===== src/rtl/fbarb_pkg.sv =====
package fbarb_pkg;

  // Which reads are in flight toward the ports on the next cycle.
  typedef struct packed {
    logic scan;
    logic host;
    logic warp;
  } rtag_t;

  // Shared-slot decision. Returns {warp_win, host_win}.
  // last_warp = 1 means the warper won the previous shared grant.
  function automatic logic [1:0] pick_shared(input logic hreq,
                                             input logic wreq,
                                             input logic last_warp);
    logic [1:0] win;
    win = 2'b00;
    if (hreq && wreq) win = last_warp ? 2'b01 : 2'b10;
    else if (hreq)    win = 2'b01;
    else if (wreq)    win = 2'b10;
    return win;
  endfunction

endpackage


===== src/rtl/fbarb_phase.sv =====
module fbarb_phase (
  input  logic clk,
  input  logic rst_n,
  output logic scan_slot
);
  logic phase_q;  // 0: scanner slot, 1: shared slot

  always_ff @(posedge clk or negedge rst_n) begin
    if (!rst_n) phase_q <= 1'b0;
    else        phase_q <= ~phase_q;
  end

  assign scan_slot = ~phase_q;
endmodule


===== src/rtl/fbarb_rr.sv =====
module fbarb_rr
  import fbarb_pkg::*;
(
  input  logic clk,
  input  logic rst_n,
  input  logic shared_slot,
  input  logic host_req,
  input  logic warp_req,
  output logic host_gnt,
  output logic warp_gnt
);
  logic       last_warp_q;
  logic [1:0] win;

  always_comb begin
    win      = pick_shared(host_req, warp_req, last_warp_q);
    host_gnt = shared_slot & win[0];
    warp_gnt = shared_slot & win[1];
  end

  // The pointer moves only when a grant is actually given.
  always_ff @(posedge clk or negedge rst_n) begin
    if (!rst_n)        last_warp_q <= 1'b1;  // host first after reset
    else if (host_gnt) last_warp_q <= 1'b0;
    else if (warp_gnt) last_warp_q <= 1'b1;
  end
endmodule


===== src/rtl/fbarb_mux.sv =====
module fbarb_mux #(
  parameter int ADDR_W = 18,
  parameter int DATA_W = 64,
  parameter int LANES  = 2
) (
  input  logic              scan_gnt,
  input  logic [ADDR_W-1:0] scan_addr,
  input  logic              host_gnt,
  input  logic              host_we,
  input  logic [ADDR_W-1:0] host_addr,
  input  logic [DATA_W-1:0] host_wdata,
  input  logic [LANES-1:0]  host_be,
  input  logic              warp_gnt,
  input  logic              warp_we,
  input  logic [ADDR_W-1:0] warp_addr,
  input  logic [DATA_W-1:0] warp_wdata,
  input  logic [LANES-1:0]  warp_be,
  output logic              mem_en,
  output logic [LANES-1:0]  mem_we,
  output logic [ADDR_W-1:0] mem_addr,
  output logic [DATA_W-1:0] mem_wdata
);
  logic host_wr, warp_wr;

  assign host_wr = host_gnt & host_we;
  assign warp_wr = warp_gnt & warp_we;
  assign mem_en  = scan_gnt | host_gnt | warp_gnt;

  for (genvar l = 0; l < LANES; l++) begin : g_lane_we
    assign mem_we[l] = (host_wr & host_be[l]) | (warp_wr & warp_be[l]);
  end

  always_comb begin
    mem_addr  = '0;
    mem_wdata = '0;
    if (scan_gnt) begin
      mem_addr = scan_addr;
    end else if (host_gnt) begin
      mem_addr  = host_addr;
      mem_wdata = host_wr ? host_wdata : '0;
    end else if (warp_gnt) begin
      mem_addr  = warp_addr;
      mem_wdata = warp_wr ? warp_wdata : '0;
    end
  end
endmodule


===== src/rtl/fbarb_rsteer.sv =====
module fbarb_rsteer
  import fbarb_pkg::*;
#(
  parameter int DATA_W = 64
) (
  input  logic              clk,
  input  logic              rst_n,
  input  logic              scan_gnt,
  input  logic              host_gnt,
  input  logic              host_we,
  input  logic              warp_gnt,
  input  logic              warp_we,
  input  logic [DATA_W-1:0] mem_rdata,
  output logic              scan_rvalid,
  output logic [DATA_W-1:0] scan_rdata,
  output logic              host_rvalid,
  output logic [DATA_W-1:0] host_rdata,
  output logic              warp_rvalid,
  output logic [DATA_W-1:0] warp_rdata
);
  rtag_t tag_q;

  always_ff @(posedge clk or negedge rst_n) begin
    if (!rst_n) begin
      tag_q <= '0;
    end else begin
      tag_q.scan <= scan_gnt;
      tag_q.host <= host_gnt & ~host_we;
      tag_q.warp <= warp_gnt & ~warp_we;
    end
  end

  assign scan_rvalid = tag_q.scan;
  assign host_rvalid = tag_q.host;
  assign warp_rvalid = tag_q.warp;
  assign scan_rdata  = tag_q.scan ? mem_rdata : '0;
  assign host_rdata  = tag_q.host ? mem_rdata : '0;
  assign warp_rdata  = tag_q.warp ? mem_rdata : '0;
endmodule


===== src/rtl/fb_slot_arbiter.sv =====
module fb_slot_arbiter #(
  parameter int ADDR_W = 18,
  parameter int DATA_W = 64,
  parameter int LANES  = 2
) (
  input  logic              clk,
  input  logic              rst_n,
  output logic              scan_slot,
  input  logic              scan_req,
  input  logic [ADDR_W-1:0] scan_addr,
  output logic              scan_rdy,
  output logic              scan_rvalid,
  output logic [DATA_W-1:0] scan_rdata,
  input  logic              host_req,
  input  logic              host_we,
  input  logic [ADDR_W-1:0] host_addr,
  input  logic [DATA_W-1:0] host_wdata,
  input  logic [LANES-1:0]  host_be,
  output logic              host_rdy,
  output logic              host_rvalid,
  output logic [DATA_W-1:0] host_rdata,
  input  logic              warp_req,
  input  logic              warp_we,
  input  logic [ADDR_W-1:0] warp_addr,
  input  logic [DATA_W-1:0] warp_wdata,
  input  logic [LANES-1:0]  warp_be,
  output logic              warp_rdy,
  output logic              warp_rvalid,
  output logic [DATA_W-1:0] warp_rdata,
  output logic              mem_en,
  output logic [LANES-1:0]  mem_we,
  output logic [ADDR_W-1:0] mem_addr,
  output logic [DATA_W-1:0] mem_wdata,
  input  logic [DATA_W-1:0] mem_rdata
);
  // Named internal events, visible to the bound checker.
  logic slot_raw;
  logic shared_slot;
  logic scan_gnt, host_gnt, warp_gnt;

  fbarb_phase i_phase (
    .clk       (clk),
    .rst_n     (rst_n),
    .scan_slot (slot_raw)
  );

  assign scan_slot   = slot_raw;
  assign shared_slot = rst_n & ~slot_raw;
  assign scan_gnt    = rst_n & slot_raw & scan_req;

  fbarb_rr i_rr (
    .clk         (clk),
    .rst_n       (rst_n),
    .shared_slot (shared_slot),
    .host_req    (host_req),
    .warp_req    (warp_req),
    .host_gnt    (host_gnt),
    .warp_gnt    (warp_gnt)
  );

  assign scan_rdy = scan_gnt;
  assign host_rdy = host_gnt;
  assign warp_rdy = warp_gnt;

  fbarb_mux #(.ADDR_W(ADDR_W), .DATA_W(DATA_W), .LANES(LANES)) i_mux (
    .scan_gnt   (scan_gnt),
    .scan_addr  (scan_addr),
    .host_gnt   (host_gnt),
    .host_we    (host_we),
    .host_addr  (host_addr),
    .host_wdata (host_wdata),
    .host_be    (host_be),
    .warp_gnt   (warp_gnt),
    .warp_we    (warp_we),
    .warp_addr  (warp_addr),
    .warp_wdata (warp_wdata),
    .warp_be    (warp_be),
    .mem_en     (mem_en),
    .mem_we     (mem_we),
    .mem_addr   (mem_addr),
    .mem_wdata  (mem_wdata)
  );

  fbarb_rsteer #(.DATA_W(DATA_W)) i_rsteer (
    .clk         (clk),
    .rst_n       (rst_n),
    .scan_gnt    (scan_gnt),
    .host_gnt    (host_gnt),
    .host_we     (host_we),
    .warp_gnt    (warp_gnt),
    .warp_we     (warp_we),
    .mem_rdata   (mem_rdata),
    .scan_rvalid (scan_rvalid),
    .scan_rdata  (scan_rdata),
    .host_rvalid (host_rvalid),
    .host_rdata  (host_rdata),
    .warp_rvalid (warp_rvalid),
    .warp_rdata  (warp_rdata)
  );
endmodule


===== config.mk =====
export PLATFORM = sky130hd
export DESIGN_NAME = fb_slot_arbiter
export DESIGN_NICKNAME = d
export VERILOG_FILES = /design/src/rtl/fbarb_pkg.sv /design/src/rtl/fbarb_phase.sv /design/src/rtl/fbarb_rr.sv /design/src/rtl/fbarb_mux.sv /design/src/rtl/fbarb_rsteer.sv /design/src/rtl/fb_slot_arbiter.sv
export SDC_FILE = /design/constraint.sdc
export NUM_CORES = 1
export LEC_CHECK = 0
export ABC_AREA = 1
export BUFFER_PORTS_ARGS = -buffer_cell sky130_fd_sc_hd__buf_2
export CAP_MARGIN = 20
export CORE_AREA = 2 2 208 210
export CTS_CLUSTER_SIZE = 30
export DETAILED_ROUTE_END_ITERATION = 8
export DIE_AREA = 0 0 210 212
export PLACE_DENSITY = 0.3
export SLEW_MARGIN = 20
export SYNTH_ARGS = -nofsm -noshare
export SYNTH_HDL_FRONTEND = slang
export SYNTH_SLANG_ARGS = --single-unit

===== constraint.sdc =====
create_clock -name clk -period 1.35 [get_ports clk]
set_input_delay 0.135 -clock clk [delete_from_list [all_inputs] [get_ports clk]]
set_output_delay 0.135 -clock clk [all_outputs]
set_load 0.005 [all_outputs]

# Yosys cells after proc, flatten, opt, wreduce, memory -nomap -nowiden
# Index checks and enable logic that the tools add are counted.
dict set report totals {
  register_bits 5
  output_inout_bits 284
}
dict set report classes {
  n_mux 17
  n_reduce_logical 2
  bitwise_logic 20
}
# op n
set ops {}
lappend ops {{$mux W64} 8}
lappend ops {{$mux W18} 3}
lappend ops {{$and A1 B1 Y1} 13}
lappend ops {{$mux W2} 4}
lappend ops {{$or A1 B1 Y1} 4}
lappend ops {{$not A1 Y1} 3}
lappend ops {{$mux W1} 2}
lappend ops {{$reduce_bool A2 Y1} 1}
lappend ops {{$logic_and A1 B1 Y1} 1}

# Longest topological paths before layout
# Gate-level depths: netlist (run 1).
dict set report depth {
  word_depth 9
  depth_mapped 6
  ltp_nobuf 5
}

# Hierarchy
# Synthesis (run 1) repeated with hierarchy kept, for this count alone.
dict set report hier_totals {
  hier_cells 935
  hier_area_um2 4071.4
}
# mod area_per_inst_um2 cells_per_inst instances seq_area_each_um2
set modules_own_cells {}
lappend modules_own_cells {fbarb_mux 2112.0 504 1 0.0}
lappend modules_own_cells {fbarb_rsteer 1835.5 412 1 75.1}
lappend modules_own_cells {fbarb_rr 73.8 12 1 26.3}
lappend modules_own_cells {fbarb_phase 28.8 2 1 25.0}
lappend modules_own_cells {fb_slot_arbiter 21.3 5 1 0.0}

# Least setup slack after synthesis (run 1)
# Ideal clock, no wire load.
dict set report synth_timing {
  path_kind {reg-to-output}
  from {reg i_rr.last_warp_q}
  to {out mem_wdata[44]}
  t_arrival_ps 1142
  n_path_buf 2
  stages_incl_launch_ff 7
  setup_slack_ps 73
  required_time_ps 1215
  path_cell_list {dfstp_2 inv_1 nand2_1 buf_4 buf_2 nand4_1 nand2_1}
}
dict set report synth_via {
  elab_chain_len 8
}
# element line_no
set synth_rtl {}
lappend synth_rtl {{start, declared} fbarb_rr.sv:12} ;# logic last_warp_q;
lappend synth_rtl {{start signal, assigned} fbarb_rr.sv:23} ;# if (!rst_n) last_warp_q <= 1'b1;
lappend synth_rtl {{start signal, assigned} fbarb_rr.sv:24} ;# else if (host_gnt) last_warp_q <= 1'b0;
lappend synth_rtl {{start signal, assigned} fbarb_rr.sv:25} ;# else if (warp_gnt) last_warp_q <= 1'b1;
lappend synth_rtl {{$mux W2 (*) (2 in a row)} fbarb_pkg.sv:17} ;# if (hreq && wreq) win = last_warp ? 2'b01 : 2'b10;
lappend synth_rtl {{$and A1 B1 Y1} fbarb_rr.sv:18} ;# warp_gnt = shared_slot & win[1];
lappend synth_rtl {{$and A1 B1 Y1} fbarb_mux.sv:26} ;# assign warp_wr = warp_gnt & warp_we;
lappend synth_rtl {{$mux W64} fbarb_mux.sv:43} ;# mem_wdata = warp_wr ? warp_wdata : '0;
lappend synth_rtl {{$mux W64} fbarb_mux.sv:41} ;# end else if (warp_gnt) begin
lappend synth_rtl {{$mux W64 (*)} fbarb_mux.sv:38} ;# end else if (host_gnt) begin
lappend synth_rtl {{$mux W64 (*)} fbarb_mux.sv:36} ;# if (scan_gnt) begin
lappend synth_rtl {{end, declared} fb_slot_arbiter.sv:33} ;# output logic [DATA_W-1:0] mem_wdata,
# Mark *: on every way between the ends. The rest lies on a longest branch, timed or not.

# Worst setup path in the final report (run 1)
# Ends and elaborated chain as after synthesis.

==> metrics, run 1 <==
syn avg cell area 4.57 um^2; post-route design area 9390 um^2; final design utilization 22.1%; drt first pass iters 4; status complete, but fails checks; fmax 0.590 GHz; FF-to-FF setup slack -0.05 ns; Post-route DRC 0; setup TNS -27.58 ns; WP data required 1.22 ns; depth of the most critical reg-to-reg path 8; crit share post-route 125%; Ports 541; Root Driver clkbuf_16; Final Hold Fails 0; initial antenna violation count 5; Critical path destination mem_wdata[44]; worst setup margin -0.344 ns; Final Skew 0.00574 ns; synth-to-layout area growth 174%; setup violators final 193; GP Congestion 0.868; post-synth top area share 30.7%; Pwr Total 2.79 mW; initial drt markers 276; Syn Inst Count 750; vias per cell 3.91; Rel. slew slack 83.0%; area post-placement 7120 um^2; total grt overflow 0; Post-synth top cells nand2_1 (280), inv_1 (198), nand4_1 (132), nand3_1 (56), buf_2 (28); Worst Path Class, Setup flip-flop to output pin; Netlist Area Pre-Place 3430 um^2; # H-tree levels 1; warning count from the yosys run 0; failing checks setup timing; post-synthesis sequential area ratio 3.69%; top-count cell post-synth nand2_1; Setup crit start i_rr.last_warp_q; PortBufs 540; cell taking the most area after synthesis nand2_1; worst flop-to-flop path endpoint i_rr.last_warp_q; worst-skew pair later-pin latency 0.23 ns; worst IR drop on VDD 0.309 mV; Max Cap Viol 0; unrepaired setup endpoints after global routing yes; number of synthesized register bits 5; largest net degree at the start of global routing 57; first-pass GRT wire length 42300 um; minimum clock period after layout 1.69 ns; initial core utilization 8.07%; # rows 76; Critical Path Max Stage Delay 0.55 ns; Die Ht 212 um; GR Util All Layers 12.7%; Antenna Nets Post-Route 0; average wire per standard cell 18.3 um; top post-synthesis cells by area nand2_1 (31%), nand4_1 (24%), inv_1 (22%), nand3_1 (8.2%), buf_2 (4.1%); crit path DAT 1.56 ns; worst reg2reg path startpoint i_phase.phase_q; crit path launch type flip-flop; Buf/Inv on CP 3; share of layout cells above drive strength 1 62.4%; Clk pin slew, worst setup/hold paths 0.04 ns; post-synth net total 1007; Slew Limit Fails 0; nets 1578; Async SR Flop Fraction 100%; final WL 34100 um; HPWL Detailed 23000 um; PwrDens 297 nW/um^2; vias in the first global route 6744; Worst path slowest cell dfstp_2; die area 44500 um^2; Die Width 210 um; clock sink total 5; Core ar. 42500 um^2; CP max FO 11; ys flop type dfrtp_1; endpoint type of the worst setup path output pin; Num CTS Buffers 3; Slew @ Worst Pin 0.255 ns; Hold Crit Class input pin to async pin; Post-synth EDFFs 0; critical path depth 6; crit-path cells buf_6, nand2_8, buf_12, nand4_1, nand2_1, buf_2; synth unique cells 16; Leak Pwr 6.78 nW; Largest delay share family, worst path flip-flops; routed vias 7293; Fin Hold WS 0.343 ns; CTS tree built; Bufs on Longest Clock Path 2
[worst min-delay path by stage]
stage / endpoint / slack, ns
after floorplan: i_phase.phase_q / -0.16
after global placement: i_phase.phase_q / -0.02
after detailed placement: i_phase.phase_q / -0.03
after CTS: i_rsteer.warp_rvalid / 0.34
after global routing: i_phase.phase_q / 0.38
final: i_phase.phase_q / 0.34
[power breakdown]
| group | leakage, nW | internal, mW | switching [mW] |
|---|---|---|---|
| registers | 0.0560 | 0.161 | 0.0114 |
| logic | 6.68 | 1.02 | 1.10 |
| clock network | 0.0409 | 0.388 | 0.108 |
[registers in the layout, indices dropped and copies added, names as in the netlist]
signal / count
i_rsteer.scan_rvalid: 1
i_rr.last_warp_q: 1
i_rsteer.host_rvalid: 1
i_rsteer.warp_rvalid: 1
i_phase.phase_q: 1
[area by class of cell]
class                   count  area, um^2
diodes                      1        2.50
clock buffers               3        75.1
clock inverters             1        5.00
fillers                  4910       33100
inverters                 199         757
multi-input cells         475        2870
flip-flops and latches      5         130
well taps                 546         683
repair buffers            637        4860
[logic make-up (layout without fill, tap and decap cells)]
kind of cell           Yosys count  in the layout  synth area share (%)
AO/OA/AOI/OAI                    1              1                 0.219
buffers and inverters          271            840                  32.1
flip-flops                       5              5                  3.69
other                            0              1                     0
AND/OR/NAND/NOR                473            474                  64.0
[stage by stage]
| step | cells | setup slack, ns |
|---|---|---|
| after floorplan | 750 | 0.0729 |
| after global placement | 1808 | -0.104 |
| after detailed placement | 1808 | -0.130 |
| after CTS | 1840 | -0.360 |
| after global routing | 1866 | -0.430 |
| final | 1867 | -0.344 |
[worst register-to-register path: stages (launching register included)]
cell and delay [ns]:
dfrtp_1 0.37, nand2_2 0.11, nor2_4 0.16, buf_4 0.14, clkbuf_16 0.14, buf_4 0.11
nand2_4 0.05, buf_4 0.14, o21a_1 0.10
[per-layer routing]
metal	share of wire [%]	routed length (um)	track usage (%)
met5	0.16	55	0
met4	3.6	1250	3.89
met3	7.0	2390	3.25
met2	51	17300	24.2
met1	38	13100	13.8
[timing repair]
| item | CTS | global route |
|---|---|---|
| hold endpoints to repair | 4 | 0 |
| setup buffers | 14 | 6 |
| cloned | 13 | 25 |
| pin swaps | 14 | 66 |
| endpoints found under the setup margin | 122 | 191 |
| hold buffers | 1 | 0 |
| resized for setup | 86 | 268 |
[cell usage in the layout, fill, tap and decap left out]
| cell | n |
|---|---|
| nand2_4 | 66 |
| buf_2 | 485 |
| nand2_1 | 186 |
| buf_16 | 10 |
| inv_1 | 130 |
| inv_8 | 1 |
| nor2_1 | 1 |
| nor2_4 | 2 |
| nand3_2 | 11 |
| nand3_4 | 1 |
| clkinv_2 | 1 |
| buf_12 | 32 |
| dfrtp_1 | 1 |
| inv_2 | 67 |
| buf_6 | 64 |
| buf_8 | 4 |
| clkbuf_16 | 27 |
| o21a_1 | 1 |
| nor2_2 | 1 |
| diode_2 | 1 |
| dlygate4sd3_1 | 1 |
| nand3_1 | 44 |
| buf_4 | 17 |
| nand2_2 | 28 |
| nand4_1 | 132 |
| dfstp_2 | 1 |
| inv_4 | 1 |
| dfrtp_2 | 3 |
| nand2_8 | 2 |
Power figures use the tool's default switching activity.
==> run 2, diff against run 1 <==
Settings changed: TNS_END_PERCENT set to 50.
==> run 2 against run 1 <==
Net effect:
- maximum frequency is essentially flat
- critical endpoint is now mem_wdata[15]
- utilization fell by 3.8 points
- largest cell class unchanged
- die area unchanged
- clock skew about the same
- sequential cell count unchanged
- wire length is 13% lower
- register-to-register slack improved by 0.03 ns
- power is 10% lower
- sequential share of layout area grew 0.29 points
- sequential power is 3% lower
- setup slack about the same
- the flow still finishes with violations (setup timing)
- first-iteration DRC count grew 19%
==> metrics, run 2 (synthesized netlist as in run 1, its figures left out) <==
Max Cap Viol 0 (unchanged); register area 130 um^2 (unchanged); Root Driver clkbuf_16; first-pass GRT wire length 40300 um (-4.8%); area occupied by multi-input gates 2270 um^2 (-21%); final design utilization 18.2% (-3.8 points); Die Ht 212 um (unchanged); Antenna Nets Post-Route 0 (unchanged); Worst Path Class, Setup flip-flop to output pin; clock sink total 5 (unchanged); initial drt markers 328 (+19%); initial antenna violation count 4 (-1); endpoint type of the worst setup path output pin; Rel. slew slack 81.0% (-2.0 points); Die Width 210 um (unchanged); PwrDens 324 nW/um^2 (+9.0%); average wire per standard cell 16.2 um (-11%); Slew @ Worst Pin 0.285 ns (+0.0294 ns); total grt overflow 0 (unchanged); PortBufs 540 (unchanged); crit path launch type flip-flop; failing checks setup timing; worst-skew pair later-pin latency 0.23 ns (about the same); worst setup margin -0.343 ns (+0.000378 ns); unrepaired setup endpoints after global routing yes; Cells after DPL 1808 (unchanged); status complete, but fails checks; fillers 5028 (+2.4%); final WL 29800 um (-13%); # H-tree levels 1 (unchanged); WP data required 1.22 ns (about the same); most frequent cells in the layout buf_2 (536), nand2_1 (268), inv_1 (195), nand4_1 (132), nand3_1 (53); vias per cell 3.77 (-3.4%); commonest non-fill, non-tap cell in the layout buf_2; Hold Crit Class input pin to async pin; Core ar. 42500 um^2 (unchanged); die area 44500 um^2 (unchanged); nets 1547 (-2.0%); GP Congestion 0.868 (unchanged); share of layout cells above drive strength 1 49.4% (-13 points); routed vias 6927 (-5.0%); Clk pin slew, worst setup/hold paths 0.04 ns (about the same); synth-to-layout area growth 126%; largest net degree at the start of global routing 57 (unchanged); crit path DAT 1.56 ns (about the same); Leak Pwr 5.97 nW (-12%); HPWL Detailed 23000 um (unchanged); CP max FO 24 (+13); # rows 76 (unchanged); Final Hold Fails 0 (unchanged); fin cells 1836 (-1.7%); vias in the first global route 6575 (-2.5%); drt first pass iters 7 (+3); worst IR drop on VDD 0.303 mV (-2.0%); crit share post-route 125% (about the same); GR Util All Layers 12.0% (-0.76 points); initial core utilization 8.07% (unchanged); Final Skew 0.00573 ns (-0.00000462 ns); Ports 541 (unchanged); setup violators final 108 (-44%); minimum clock period after layout 1.69 ns (-0.000378 ns); Num CTS Buffers 3 (unchanged); CTS tree built; fmax 0.591 GHz (about the same); Slew Limit Fails 0 (unchanged); Post-route DRC 0 (unchanged); Bufs on Longest Clock Path 2 (unchanged)
## run 2: cell types whose count changed in the layout (fill, tap and decap cells not counted), sizes merged
cell | before | now
clkbuf | 27 | 11
nand2 | 282 | 281
buf | 612 | 598
## run 2: stage by stage
stage	setup TNS (ns)	setup WS (ns)	power, mW	instance area [um^2]	hold WS (ns)
2_1_floorplan	0	0.0729	0.718	3430	-0.161
3_3_place_gp	-3.04	-0.104	1.73	7120	-0.0197
3_5_place_dp	-3.38	-0.130	1.71	7120	-0.0279
4_1_cts	-28.59	-0.360	2.47	7520	0.342
5_1_grt	-35.19	-0.409	2.71	7750	0.368
6_report	-24.28	-0.343	2.51	7750	0.346
## run 2: worst max-delay path, cell delays in order (launching register included)
cell and delay, ns:
dfstp_2 0.54, buf_4 0.15, nand2_8 0.10, buf_12 0.18, nand4_1 0.12, nand2_1 0.09, buf_2 0.13
## run 2: area by class of cell
class | count | share of cell area (%)
antenna | 1 | 0.0323
clock inverter | 1 | 0.0646
multi-input combinational | 474 | 29.3
timing repair buffer | 607 | 49.4
clock buffer | 3 | 0.969
sequential | 5 | 1.68
inverter | 199 | 9.70
tap | 546 | 8.81
## run 2: final timing paths
path	start	cells after the start	slack (ns)	endpoint
max	i_rr.last_warp_q	6	-0.34	mem_wdata[15]
max in group asynchronous	rst_n	3	0.62	i_rr.last_warp_q
max reg2reg	i_phase.phase_q	8	-0.02	i_rr.last_warp_q
min	rst_n	2	0.35	i_phase.phase_q
min reg2reg	i_phase.phase_q	2	0.61	i_phase.phase_q
min in group clk	warp_we	3	0.35	i_rsteer.warp_rvalid
## run 2: power by group
group          internal [mW]  leakage [nW]  total (mW)  switching (mW)
logic                  0.894          5.87        1.85           0.958
clock network          0.388        0.0409       0.494           0.106
registers              0.161        0.0560       0.167         0.00591
## run 2: what timing repair did
action,CTS,global route
setup buffers,7,5
hold endpoints to repair,4,0
hold buffers,1,0
setup endpoints to repair,122,177
pin swaps,6,12
gates cloned,6,8
resized for setup,24,20
## run 2: routing by layer
layer / track usage (%) / share of wire [%] / up-vias
li1: - / - / 3393
met1: 13.1 / 37 / 3088
met2: 22.8 / 51 / 393
met3: 3.06 / 8.0 / 47
met4: 3.40 / 3.1 / 6
met5: 0 / 0.11 / -
